===== src/rtl/mini_core.sv =====
module mini_core #(
  parameter int ADDR_W = 10
) (
  input  logic              clk,
  input  logic              rst_n,
  output logic [ADDR_W-1:0] imem_addr,
  input  logic [7:0]        imem_data,
  output logic              halted,
  output logic [7:0]        dbg_opcode,
  output logic [7:0]        dbg_x
);

  localparam logic [7:0] OP_NOP  = 8'h00;
  localparam logic [7:0] OP_LDX  = 8'h01;
  localparam logic [7:0] OP_SWAP = 8'h02;
  localparam logic [7:0] OP_CLC  = 8'h03;
  localparam logic [7:0] OP_ADD  = 8'h04;
  localparam logic [7:0] OP_JMI  = 8'h05;
  localparam logic [7:0] OP_JPL  = 8'h06;
  localparam logic [7:0] OP_HALT = 8'hFF;
  localparam logic [ADDR_W-1:0] PC_ONE = ADDR_W'(1);

  typedef enum logic [2:0] {
    ST_FETCH, ST_OPND, ST_EXEC, ST_SWAP2, ST_SWAP3, ST_HALT
  } step_t;

  step_t             step;
  logic [ADDR_W-1:0] pc;
  logic [7:0]        op, opnd, x, t;
  logic              c, n;

  logic [8:0] sum;
  logic       has_opnd, take, op_known;

  assign sum      = {1'b0, x} + {1'b0, t} + {8'd0, c};
  assign has_opnd = (imem_data == OP_LDX) || (imem_data == OP_JMI) || (imem_data == OP_JPL);
  assign take     = ((op == OP_JMI) && n) || ((op == OP_JPL) && !n);
  assign op_known = (op <= OP_JPL);

  assign imem_addr  = pc;
  assign halted     = (step == ST_HALT);
  assign dbg_opcode = op;
  assign dbg_x      = x;

  always_ff @(posedge clk or negedge rst_n) begin
    if (!rst_n) begin
      step <= ST_FETCH;
      pc   <= '0;
      op   <= OP_NOP;
      opnd <= 8'd0;
      x    <= 8'd0;
      t    <= 8'd0;
      c    <= 1'b0;
      n    <= 1'b0;
    end else begin
      case (step)
        ST_FETCH: begin
          op <= imem_data;
          if (imem_data == OP_HALT) begin
            step <= ST_HALT;
          end else begin
            pc   <= pc + PC_ONE;
            step <= has_opnd ? ST_OPND : ST_EXEC;
          end
        end
        ST_OPND: begin
          opnd <= imem_data;
          pc   <= pc + PC_ONE;
          step <= ST_EXEC;
        end
        ST_EXEC: begin
          step <= ST_FETCH;
          case (op)
            OP_NOP: ;
            OP_LDX: begin
              x <= opnd;
              n <= opnd[7];
            end
            OP_SWAP: begin
              x    <= x ^ t;
              step <= ST_SWAP2;
            end
            OP_CLC: c <= 1'b0;
            OP_ADD: begin
              x <= sum[7:0];
              c <= sum[8];
              n <= sum[7];
            end
            OP_JMI, OP_JPL: if (take) pc <= ADDR_W'(opnd);
            default: ;
          endcase
        end
        ST_SWAP2: begin
          t    <= t ^ x;
          step <= ST_SWAP3;
        end
        ST_SWAP3: begin
          x    <= x ^ t;
          step <= ST_FETCH;
        end
        default: step <= ST_HALT;
      endcase
    end
  end

  p_fetch_adv_r10: assert property (@(posedge clk) disable iff (!rst_n)
    (step == ST_FETCH && imem_data != OP_HALT) |=> (imem_addr == $past(imem_addr) + PC_ONE));

  p_swap_r3: assert property (@(posedge clk) disable iff (!rst_n)
    (step == ST_EXEC && op == OP_SWAP) |=> ##2 (x == $past(t, 3) && t == $past(x, 3)));

  p_add_r4: assert property (@(posedge clk) disable iff (!rst_n)
    (step == ST_EXEC && op == OP_ADD)
      |=> ({c, x} == {1'b0, $past(x)} + {1'b0, $past(t)} + {8'd0, $past(c)}));

  p_clc_r5: assert property (@(posedge clk) disable iff (!rst_n)
    (step == ST_EXEC && op == OP_CLC) |=> !c);

  p_jmi_r6: assert property (@(posedge clk) disable iff (!rst_n)
    (step == ST_EXEC && op == OP_JMI && n) |=> (imem_addr == ADDR_W'($past(opnd))));

  p_jpl_r7: assert property (@(posedge clk) disable iff (!rst_n)
    (step == ST_EXEC && op == OP_JPL && !n) |=> (imem_addr == ADDR_W'($past(opnd))));

  p_halt_hold_r8: assert property (@(posedge clk) disable iff (!rst_n)
    halted |=> (halted && $stable(imem_addr) && $stable(dbg_x)));

  p_undef_nop_r9: assert property (@(posedge clk) disable iff (!rst_n)
    (step == ST_EXEC && !op_known) |=> ($stable(x) && $stable(t) && $stable(c) && step == ST_FETCH));

endmodule


===== config.mk =====
export PLATFORM = sky130hd
export DESIGN_NAME = mini_core
export DESIGN_NICKNAME = d
export VERILOG_FILES = /design/src/rtl/mini_core.sv
export SDC_FILE = /design/constraint.sdc
export NUM_CORES = 1
export LEC_CHECK = 0
export BUFFER_PORTS_ARGS = -buffer_cell sky130_fd_sc_hd__buf_2
export CAP_MARGIN = 10
export CORE_UTILIZATION = 52
export CTS_CLUSTER_SIZE = 25
export DETAILED_ROUTE_END_ITERATION = 16
export PLACE_DENSITY = 0.76
export SETUP_SLACK_MARGIN = 0.02
export SYNTH_ARGS = -nofsm -noshare
export SYNTH_HDL_FRONTEND = slang
export SYNTH_SLANG_ARGS = --single-unit

===== constraint.sdc =====
create_clock -name clk -period 1.93 [get_ports clk]
set_input_delay 0.193 -clock clk [delete_from_list [all_inputs] [get_ports clk]]
set_output_delay 0.193 -clock clk [all_outputs]
set_load 0.01 [all_outputs]

==> flow_summary.toml, run 1 <==
[run]
maxCapViolations = 0

[die]
start_util_pct = 54.9
die_x_um = 75.9
die-area_um2 = 5760
die_h_um = 75.9
ios = 37
rows = 26
core-area_um2 = 5170

[worst_setup_path]
cp_max_fo = 5
cp_cell_sequence = "nor4_4 -> buf_6 -> nand2b_4 -> o31a_1 -> and2b_2 -> mux2_4"
cp.arrival_ns = 2.14
worstSetupPathType = "flip-flop to flip-flop"
critPathLaunchType = "flip-flop"
cpPeakStageDelay_ns = 0.42
end_kind = "flip-flop"
worst-path-buf-inv = 1
cp.required_ns = 2.13
cp_top_family = "simple AND/OR/NAND/NOR gates"
worst_path_max_delay_cell = "dfrtp_1"

[cells_and_area]
syn_to_final_growth_pct = 24.0
stdcell_count = 421
final_cell_mix = "dfrtp_1 (46), buf_2 (37), mux2_2 (27), nand2_1 (26), buf_4 (26)"
num-fill-cells = 370
layout_commonest_cell = "dfrtp_1"
drive_above_1_share_pct = 42.5
final_nets = 371
final_core_util_pct = 68.1
antennaDiodeCount = 0
post-route-cell-area_um2 = 3520

[global_route]
grt_overflow = 0
grt_pass1_vias = 2357
antenna_found_initial = 0
grt_pass1_wl_um = 11600
grt_util_all_layers_pct = 25.4
grt_max_degree = 28

[timing]
hold_violations = 0
slew-limit-headroom_pct = 65.1
rsz0062_at_grt = "yes"
drv_slew = 0
worst_pin_slew_ns = 0.523
worst_slack_ns = -0.0102
clock_skew_ns = 0.00869
finalCriticalPeriod_ns = 1.94
fmax_mhz = 515
timing.final.crit_share_pct = 101
setup_violations = 3

[yosys]
synth_seq_cells = 47
syn_area_um2 = 2840
synthFlopType = "dfrtp_1"
ys_types = 56
yosys_warnings = 0
async_flop_share_pct = 100
syn_area_per_cell_um2 = 9.90
synth_seq_area_share_pct = 41.4
syn_nets = 308
syn_inst = 287
synth_edf_count = 0

[drt]
dr.pass1.iters = 5
ant_nets = 0
drc_errors = 0
vias_per_cell = 6.11
via_count = 2574
finalWirelength_um = 7190
wl_per_cell_um = 17.1
drt_iter0_markers = 174

[power]
irDropWorstVdd_v = 0.000342
p_per_area_nw_per_um2 = 470
total_leakage_power_uw = 0.00169

[clock_network]
htree_levels = 2
clockBufferDepth = 2
tritoncts = "built"
cts_buffers = 5
clkTransAtPathRegs_ns = 0.10
clk_latency_ns = 0.31
clockRootBuffer = "clkbuf_8"
cts_sinks = 47

[place]
dpl.hpwl_um = 5090
place_inst = 400
place.gp.congestion = 0.897
io_buffers = 36
dpl_cell_area_um2 = 3220

[outcome]
violations = "setup timing"
status = "finished with violations"

[worst_hold_path]
hp-class = "input port to flip-flop"
cells in the mapped netlist, drive strengths merged (2+ instances only):
master,n,share of area (%)
a21boi,2,0.53
a21o,2,0.53
a21oi,11,1.9
a22oi,6,1.6
a2bb2oi,6,1.8
a31o,2,0.62
a31oi,10,2.7
and3,4,0.92
buf,7,1.6
clkbuf,7,0.92
dfrtp,47,41
fa,2,1.4
ha,9,4.0
inv,8,1.1
mux2,30,12
nand2,29,3.8
nand2b,2,0.70
nand3,11,1.9
nand4,3,0.66
nor2,25,3.3
nor2b,2,0.44
nor3,6,1.1
nor3b,4,1.1
o211ai,5,1.3
o21ai,13,2.3
o22ai,6,1.3
o31a,3,0.97
or3,2,0.48
or3b,2,0.62
or4,2,0.53
layer usage:
layer  GRT usage, %  routed length (µm)
met2           37.4                3260
met4           9.62                 175
met5              0                   0
met1           37.9                3250
met3           3.73                 508
registers in the layout (all words and copies together), names as in the netlist:
register,cells
c,1
dbg_opcode,8
dbg_x,8
imem_addr,10
n,1
opnd,8
step,3
t,8
final timing paths:
kind                               start            to  slack, ns  cells past startpoint
setup / recovery           dbg_opcode[5]  imem_addr[1]      -0.01                      6
hold / removal              imem_data[6]       opnd[6]       0.16                      2
setup reg to reg           dbg_opcode[5]  imem_addr[1]      -0.01                      6
hold reg to reg                     t[7]          t[7]       0.52                      1
max in group asynchronous          rst_n          t[5]       1.03                      3
min in group asynchronous          rst_n  imem_addr[8]       0.38                      2
per-stage QoR:
step                      worst slack (ns)  setup TNS, ns  hold WS (ns)  power [µW]
after floorplan                     -0.133         -0.339        -0.103        1010
after global placement              0.0153              0         0.188        1050
after detailed placement           -0.0581        -0.0743         0.192        1050
after CTS                           0.0108              0         0.158        1660
after global routing               -0.0688         -0.395         0.161        1710
final                              -0.0102        -0.0163         0.162        1660
cell families (layout without fill, tap and decap cells):
family          count (synthesis)  after routing  synth area share [%]
compound gates                 75             75                  18.7
xor+xnor                        1              1                 0.308
fa+ha+maj                      11             11                  5.37
buf+inv                        22             86                  3.61
flops                          47             47                  41.4
mux                            31             31                  12.2
simple gates                  100            100                  18.4
what timing repair did:
item | in CTS | in global routing
pin swaps | 5 | 8
setup buffers | 7 | 4
gates cloned | 0 | 1
endpoints found under the hold margin | 20 | 0
resized for setup | 4 | 33
hold buffers | 1 | 0
setup endpoints to repair | 8 | 20
power breakdown:
group / total [µW] / internal, µW / leakage, µW / switching (µW)
clock network: 625 / 260 / 0.0000443 / 365
registers: 984 / 984 / 0.000634 / 0
logic: 48.0 / 14.2 / 0.00101 / 33.8
area by class of cell:
class | instances | area, µm² | share of cell area [%]
multi-input combinational | 218 | 1670 | 47.4
sequential | 47 | 1180 | 33.4
timing repair buffer | 70 | 467 | 13.2
tap | 70 | 87.6 | 2.48
clock buffer | 5 | 68.8 | 1.95
inverter | 8 | 30.0 | 0.852
clock inverter | 3 | 25.0 | 0.710
Power figures use the tool's default switching activity.
==> run 2, diff against run 1 <==
clock period = 1.66 ns   (was 1.93 ns; I/O delays follow)
==> flow_summary.toml, run 2 (synthesized netlist as in run 1, its figures left out) <==
[outcome]
status = "finished with violations"
violations = "setup timing"

[clock_network]
cts_sinks = 47
tritoncts = "built"
clk_latency_ns = 0.31
cts_buffers = 5
clkTransAtPathRegs_ns = 0.09
htree_levels = 2
clockBufferDepth = 2
clockRootBuffer = "clkbuf_8"

[place]
place_inst = 448
dpl_cell_area_um2 = 3620
place.gp.congestion = 0.959
io_buffers = 36
dpl.hpwl_um = 5710

[global_route]
grt_max_degree = 28
grt_overflow = 0
grt_util_all_layers_pct = 28.7
grt_pass1_vias = 2672
grt_pass1_wl_um = 13000
antenna_found_initial = 0

[power]
total_leakage_power_uw = 0.00191
irDropWorstVdd_v = 0.000448
p_per_area_nw_per_um2 = 532
power.total_uw = 2070

[timing]
worst_slack_ns = -0.270
drv_slew = 0
rsz0062_at_grt = "yes"
setup_violations = 20
slew-limit-headroom_pct = 60.7
timing.final.crit_share_pct = 116
finalCriticalPeriod_ns = 1.93
setup_tns_ns = -3.95
hold_violations = 0
clock_skew_ns = 0.0110
fmax_mhz = 518
worst_pin_slew_ns = 0.587

[cells_and_area]
final_cell_mix = "buf_4 (69), dfrtp_1 (45), buf_2 (36), nand2_1 (29), mux2_2 (28)"
stdcell_count = 463
syn_to_final_growth_pct = 36.8
final_nets = 413
layout_commonest_cell = "buf_4"
final_core_util_pct = 75.2
largest_reg_flops = 10
post-route-cell-area_um2 = 3890
num-fill-cells = 331
drive_above_1_share_pct = 49.1
antennaDiodeCount = 0

[worst_setup_path]
worst-path-buf-inv = 2
worstSetupPathType = "flip-flop to flip-flop"
cp_max_fo = 8
end_kind = "flip-flop"
critPathLaunchType = "flip-flop"
cp.required_ns = 1.88
cp_cell_sequence = "nor4_4 -> buf_4 -> o211ai_1 -> a31oi_4 -> buf_12 -> nor2_2 -> a31oi_1"
cp.arrival_ns = 2.15
worst_path_max_delay_cell = "dfrtp_1"
cpPeakStageDelay_ns = 0.41
cp_top_family = "compound AO/OA/AOI/OAI gates"

[drt]
via_count = 2759
dr.pass1.iters = 5
ant_nets = 0
wl_met1_um = 3420
drc_errors = 0
finalWirelength_um = 7760
vias_per_cell = 5.96
wl_per_cell_um = 16.8
wl_met2_um = 3490
drt_iter0_markers = 160
route.met3.wl_um = 555
top_layer = "met4"

[die]
die-area_um2 = 5760
start_util_pct = 54.9
rows = 26
core-area_um2 = 5170
die_x_um = 75.9
die_h_um = 75.9
ios = 37

[worst_hold_path]
hp-class = "input port to flip-flop"

[run]
maxCapViolations = 0
==> run 2: cell count changes in the layout (fill, tap and decap cells not counted), moves of 2 or more <==
cell,change
ha_1,-2
a21boi_2,+2
buf_4,+43
a21boi_1,-2
o21ai_1,+2
a2bb2oi_2,+4
nor2_2,-2
nor2_1,+3
a2bb2oi_1,-4
nand2_2,-3
and3_2,+2
nor2b_1,+2
nand2_1,+3
nor2b_2,-2
==> run 2: per-layer routing <==
layer	GRT usage, %	vias to the layer above
li1	-	1280
met4	13.3	0
met5	0	-
met1	39.9	1334
met3	3.86	24
met2	44.5	121
==> run 2: final cells by class <==
class	count	area, µm²	share of cell area (%)
Multi-Input combinational cell	218	1690	43.4
Tap cell	70	87.6	2.25
Timing Repair Buffer	112	793	20.4
Sequential cell	47	1180	30.3
Inverter	8	30.0	0.772
Clock buffer	5	68.8	1.77
Clock inverter	3	43.8	1.13
==> run 2: power breakdown <==
part	total [µW]	internal, µW	leakage [µW]	switching [µW]
sequential	1140	1140	0.000633	0
combinational	60.0	19.5	0.00122	40.5
clock	863	449	0.0000581	414
==> run 2: timing repair <==
item,4_1_cts,5_1_grt
resized for setup,15,14
hold buffers,1,0
setup endpoints to repair,20,28
setup buffers,5,2
pin swaps,14,6
hold endpoints to repair,11,0
==> run 2: stage by stage <==
step,setup WS [ns],hold WS [ns]
2_1_floorplan,-0.402,-0.130
3_3_place_gp,-0.215,0.0818
3_5_place_dp,-0.258,0.0785
4_1_cts,-0.260,0.133
5_1_grt,-0.349,0.136
6_report,-0.270,0.139
==> run 2: worst paths after layout <==
path                            cells past startpoint           from  slack [ns]             to
worst max-delay path                                7  dbg_opcode[6]       -0.27       dbg_x[4]
min in group asynchronous                           2          rst_n        0.28   imem_addr[8]
worst min-delay path                                2   imem_data[5]        0.14  dbg_opcode[5]
max in group asynchronous                           3          rst_n        0.91       dbg_x[2]
worst min register to register                      1           t[5]        0.52           t[5]
worst max register to register                      7  dbg_opcode[6]       -0.27       dbg_x[4]
==> run 3, diff against run 2 <==
PLACE_DENSITY = 0.84   (was 0.76)
==> flow_summary.toml, run 3 (synthesized netlist as in run 1, its figures left out) <==
[timing]
slew-limit-headroom_pct = 60.1
fmax_mhz = 514
hold_violations = 0
drv_slew = 0
rsz0062_at_grt = "yes"
worst_pin_slew_ns = 0.598
timing.final.crit_share_pct = 117
setup_violations = 20
finalCriticalPeriod_ns = 1.94
worst_slack_ns = -0.284
clock_skew_ns = 0.00872

[worst_setup_path]
worst-path-buf-inv = 1
ff2ff_path_depth = 6
cp_max_fo = 3
cp_cell_sequence = "nor4_4 -> buf_4 -> nand2b_4 -> o31a_1 -> and2b_2 -> mux2_4"
worstSetupPathType = "flip-flop to flip-flop"
end_kind = "flip-flop"
critPathLaunchType = "flip-flop"
cp.arrival_ns = 2.14
cpPeakStageDelay_ns = 0.41
cp.required_ns = 1.86
cp_top_family = "simple AND/OR/NAND/NOR gates"
crit_cells = 6
worst_path_max_delay_cell = "dfrtp_1"

[clock_network]
cts_buffers = 5
clkTransAtPathRegs_ns = 0.09
tritoncts = "built"
cts_sinks = 47
clockBufferDepth = 2
htree_levels = 2
clockRootBuffer = "clkbuf_8"
clk_latency_ns = 0.31

[global_route]
grt_pass1_wl_um = 13900
grt_pass1_vias = 2843
grt_util_all_layers_pct = 30.3
antenna_found_initial = 0
grt_max_degree = 48
grt_overflow = 0

[worst_hold_path]
hp-class = "input port to flip-flop"
hold_depth = 2

[drt]
drc_errors = 0
vias_per_cell = 6.33
ant_nets = 0
via_count = 2847
finalWirelength_um = 8480
drt_iter0_markers = 376
wl_per_cell_um = 18.8
dr.pass1.iters = 5

[die]
ios = 37
die-area_um2 = 5760
die_h_um = 75.9
die_x_um = 75.9
core-area_um2 = 5170
rows = 26
start_util_pct = 54.9

[place]
place_inst = 435
place.gp.congestion = 0.879
io_buffers = 36
dpl.hpwl_um = 5620

[power]
power_frac_clock_pct = 45.6
power.share.combinational_pct = 2.5
internal_power_uw = 1760
irDropWorstVdd_v = 0.000512
power.total_uw = 2200
p_switching_uw = 445
p_seq_share_pct = 51.9
p_per_area_nw_per_um2 = 578
total_leakage_power_uw = 0.00186
swShare_pct = 20.2

[cells_and_area]
final_cell_mix = "buf_4 (59), dfrtp_1 (45), buf_2 (36), nand2_1 (28), mux2_2 (27)"
final_nets = 400
layout_commonest_cell = "buf_4"
largest_reg_flops = 10
stdcell_count = 450
final_core_util_pct = 73.8
drive_above_1_share_pct = 47.4
antennaDiodeCount = 0
num-fill-cells = 326
syn_to_final_growth_pct = 34.3

[outcome]
violations = "setup timing"
status = "finished with violations"

[run]
maxCapViolations = 0
[run 3: cell types whose count changed in the layout (fill, tap and decap cells not counted), sizes merged]
cell | before | now
buf | 111 | 98
clkinvlp | 0 | 1
bufinv | 1 | 2
clkinv | 2 | 0
[run 3: worst register-to-register path, cell delays in order, from the launching register on]
cell and delay (ns):
dfrtp_1 0.41, nor4_4 0.31, buf_4 0.18, nand2b_4 0.05, o31a_1 0.31, and2b_2 0.27
mux2_4 0.31
[run 3: final cells by class]
cell class                 count  area (µm²)  share of cell area [%]
inverter                       8        30.0                   0.787
clock buffer                   5        68.8                    1.80
clock inverter                 3        67.6                    1.77
timing repair buffer          99         676                    17.7
sequential                    47        1180                    30.9
tap                           70        87.6                    2.30
multi-input combinational    218        1710                    44.8
[run 3: what timing repair did]
| action | in CTS | in global routing |
|---|---|---|
| hold buffers | 1 | 0 |
| endpoints found under the hold margin | 47 | 0 |
| setup buffers | 4 | 2 |
| setup endpoints to repair | 21 | 22 |
| gates cloned | 0 | 0 |
| gates resized for setup | 17 | 16 |
| pin swaps | 16 | 9 |
[run 3: routing by layer]
layer	global-route usage [%]	share of wire, %
met5	0	0
met4	14.4	3.4
met3	5.66	8.1
met2	48.6	48
met1	39.7	40
[run 3: per-stage QoR]
stage	hold WS, ns	TNS, ns	cell area (µm²)	setup slack [ns]
after floorplan	-0.130	-4.24	2910	-0.402
after global placement	0.285	-3.11	3510	-0.235
after detailed placement	0.294	-3.93	3510	-0.280
after CTS	0.125	-3.85	3740	-0.246
after global routing	0.133	-5.49	3820	-0.338
final	0.134	-4.42	3820	-0.284
[run 3: worst paths after layout]
kind                                from       endpoint  slack [ns]
setup reg to reg           dbg_opcode[6]   imem_addr[0]       -0.28
max in group asynchronous          rst_n       dbg_x[2]        0.70
hold / removal              imem_data[7]  dbg_opcode[7]        0.13
min in group asynchronous          rst_n   imem_addr[5]        0.50
hold reg to reg                     t[7]           t[7]        0.53
setup / recovery           dbg_opcode[6]   imem_addr[0]       -0.28
[run 3: power by group through the flow]
stage          Clock [µW]  Combinational [µW]  Sequential, µW
6_report             1010                54.4            1140
3_3_place_gp            0                50.7            1170
2_1_floorplan           0                4.35            1170
3_5_place_dp            0                52.3            1170
5_1_grt              1050                62.6            1140
4_1_cts              1020                54.2            1140
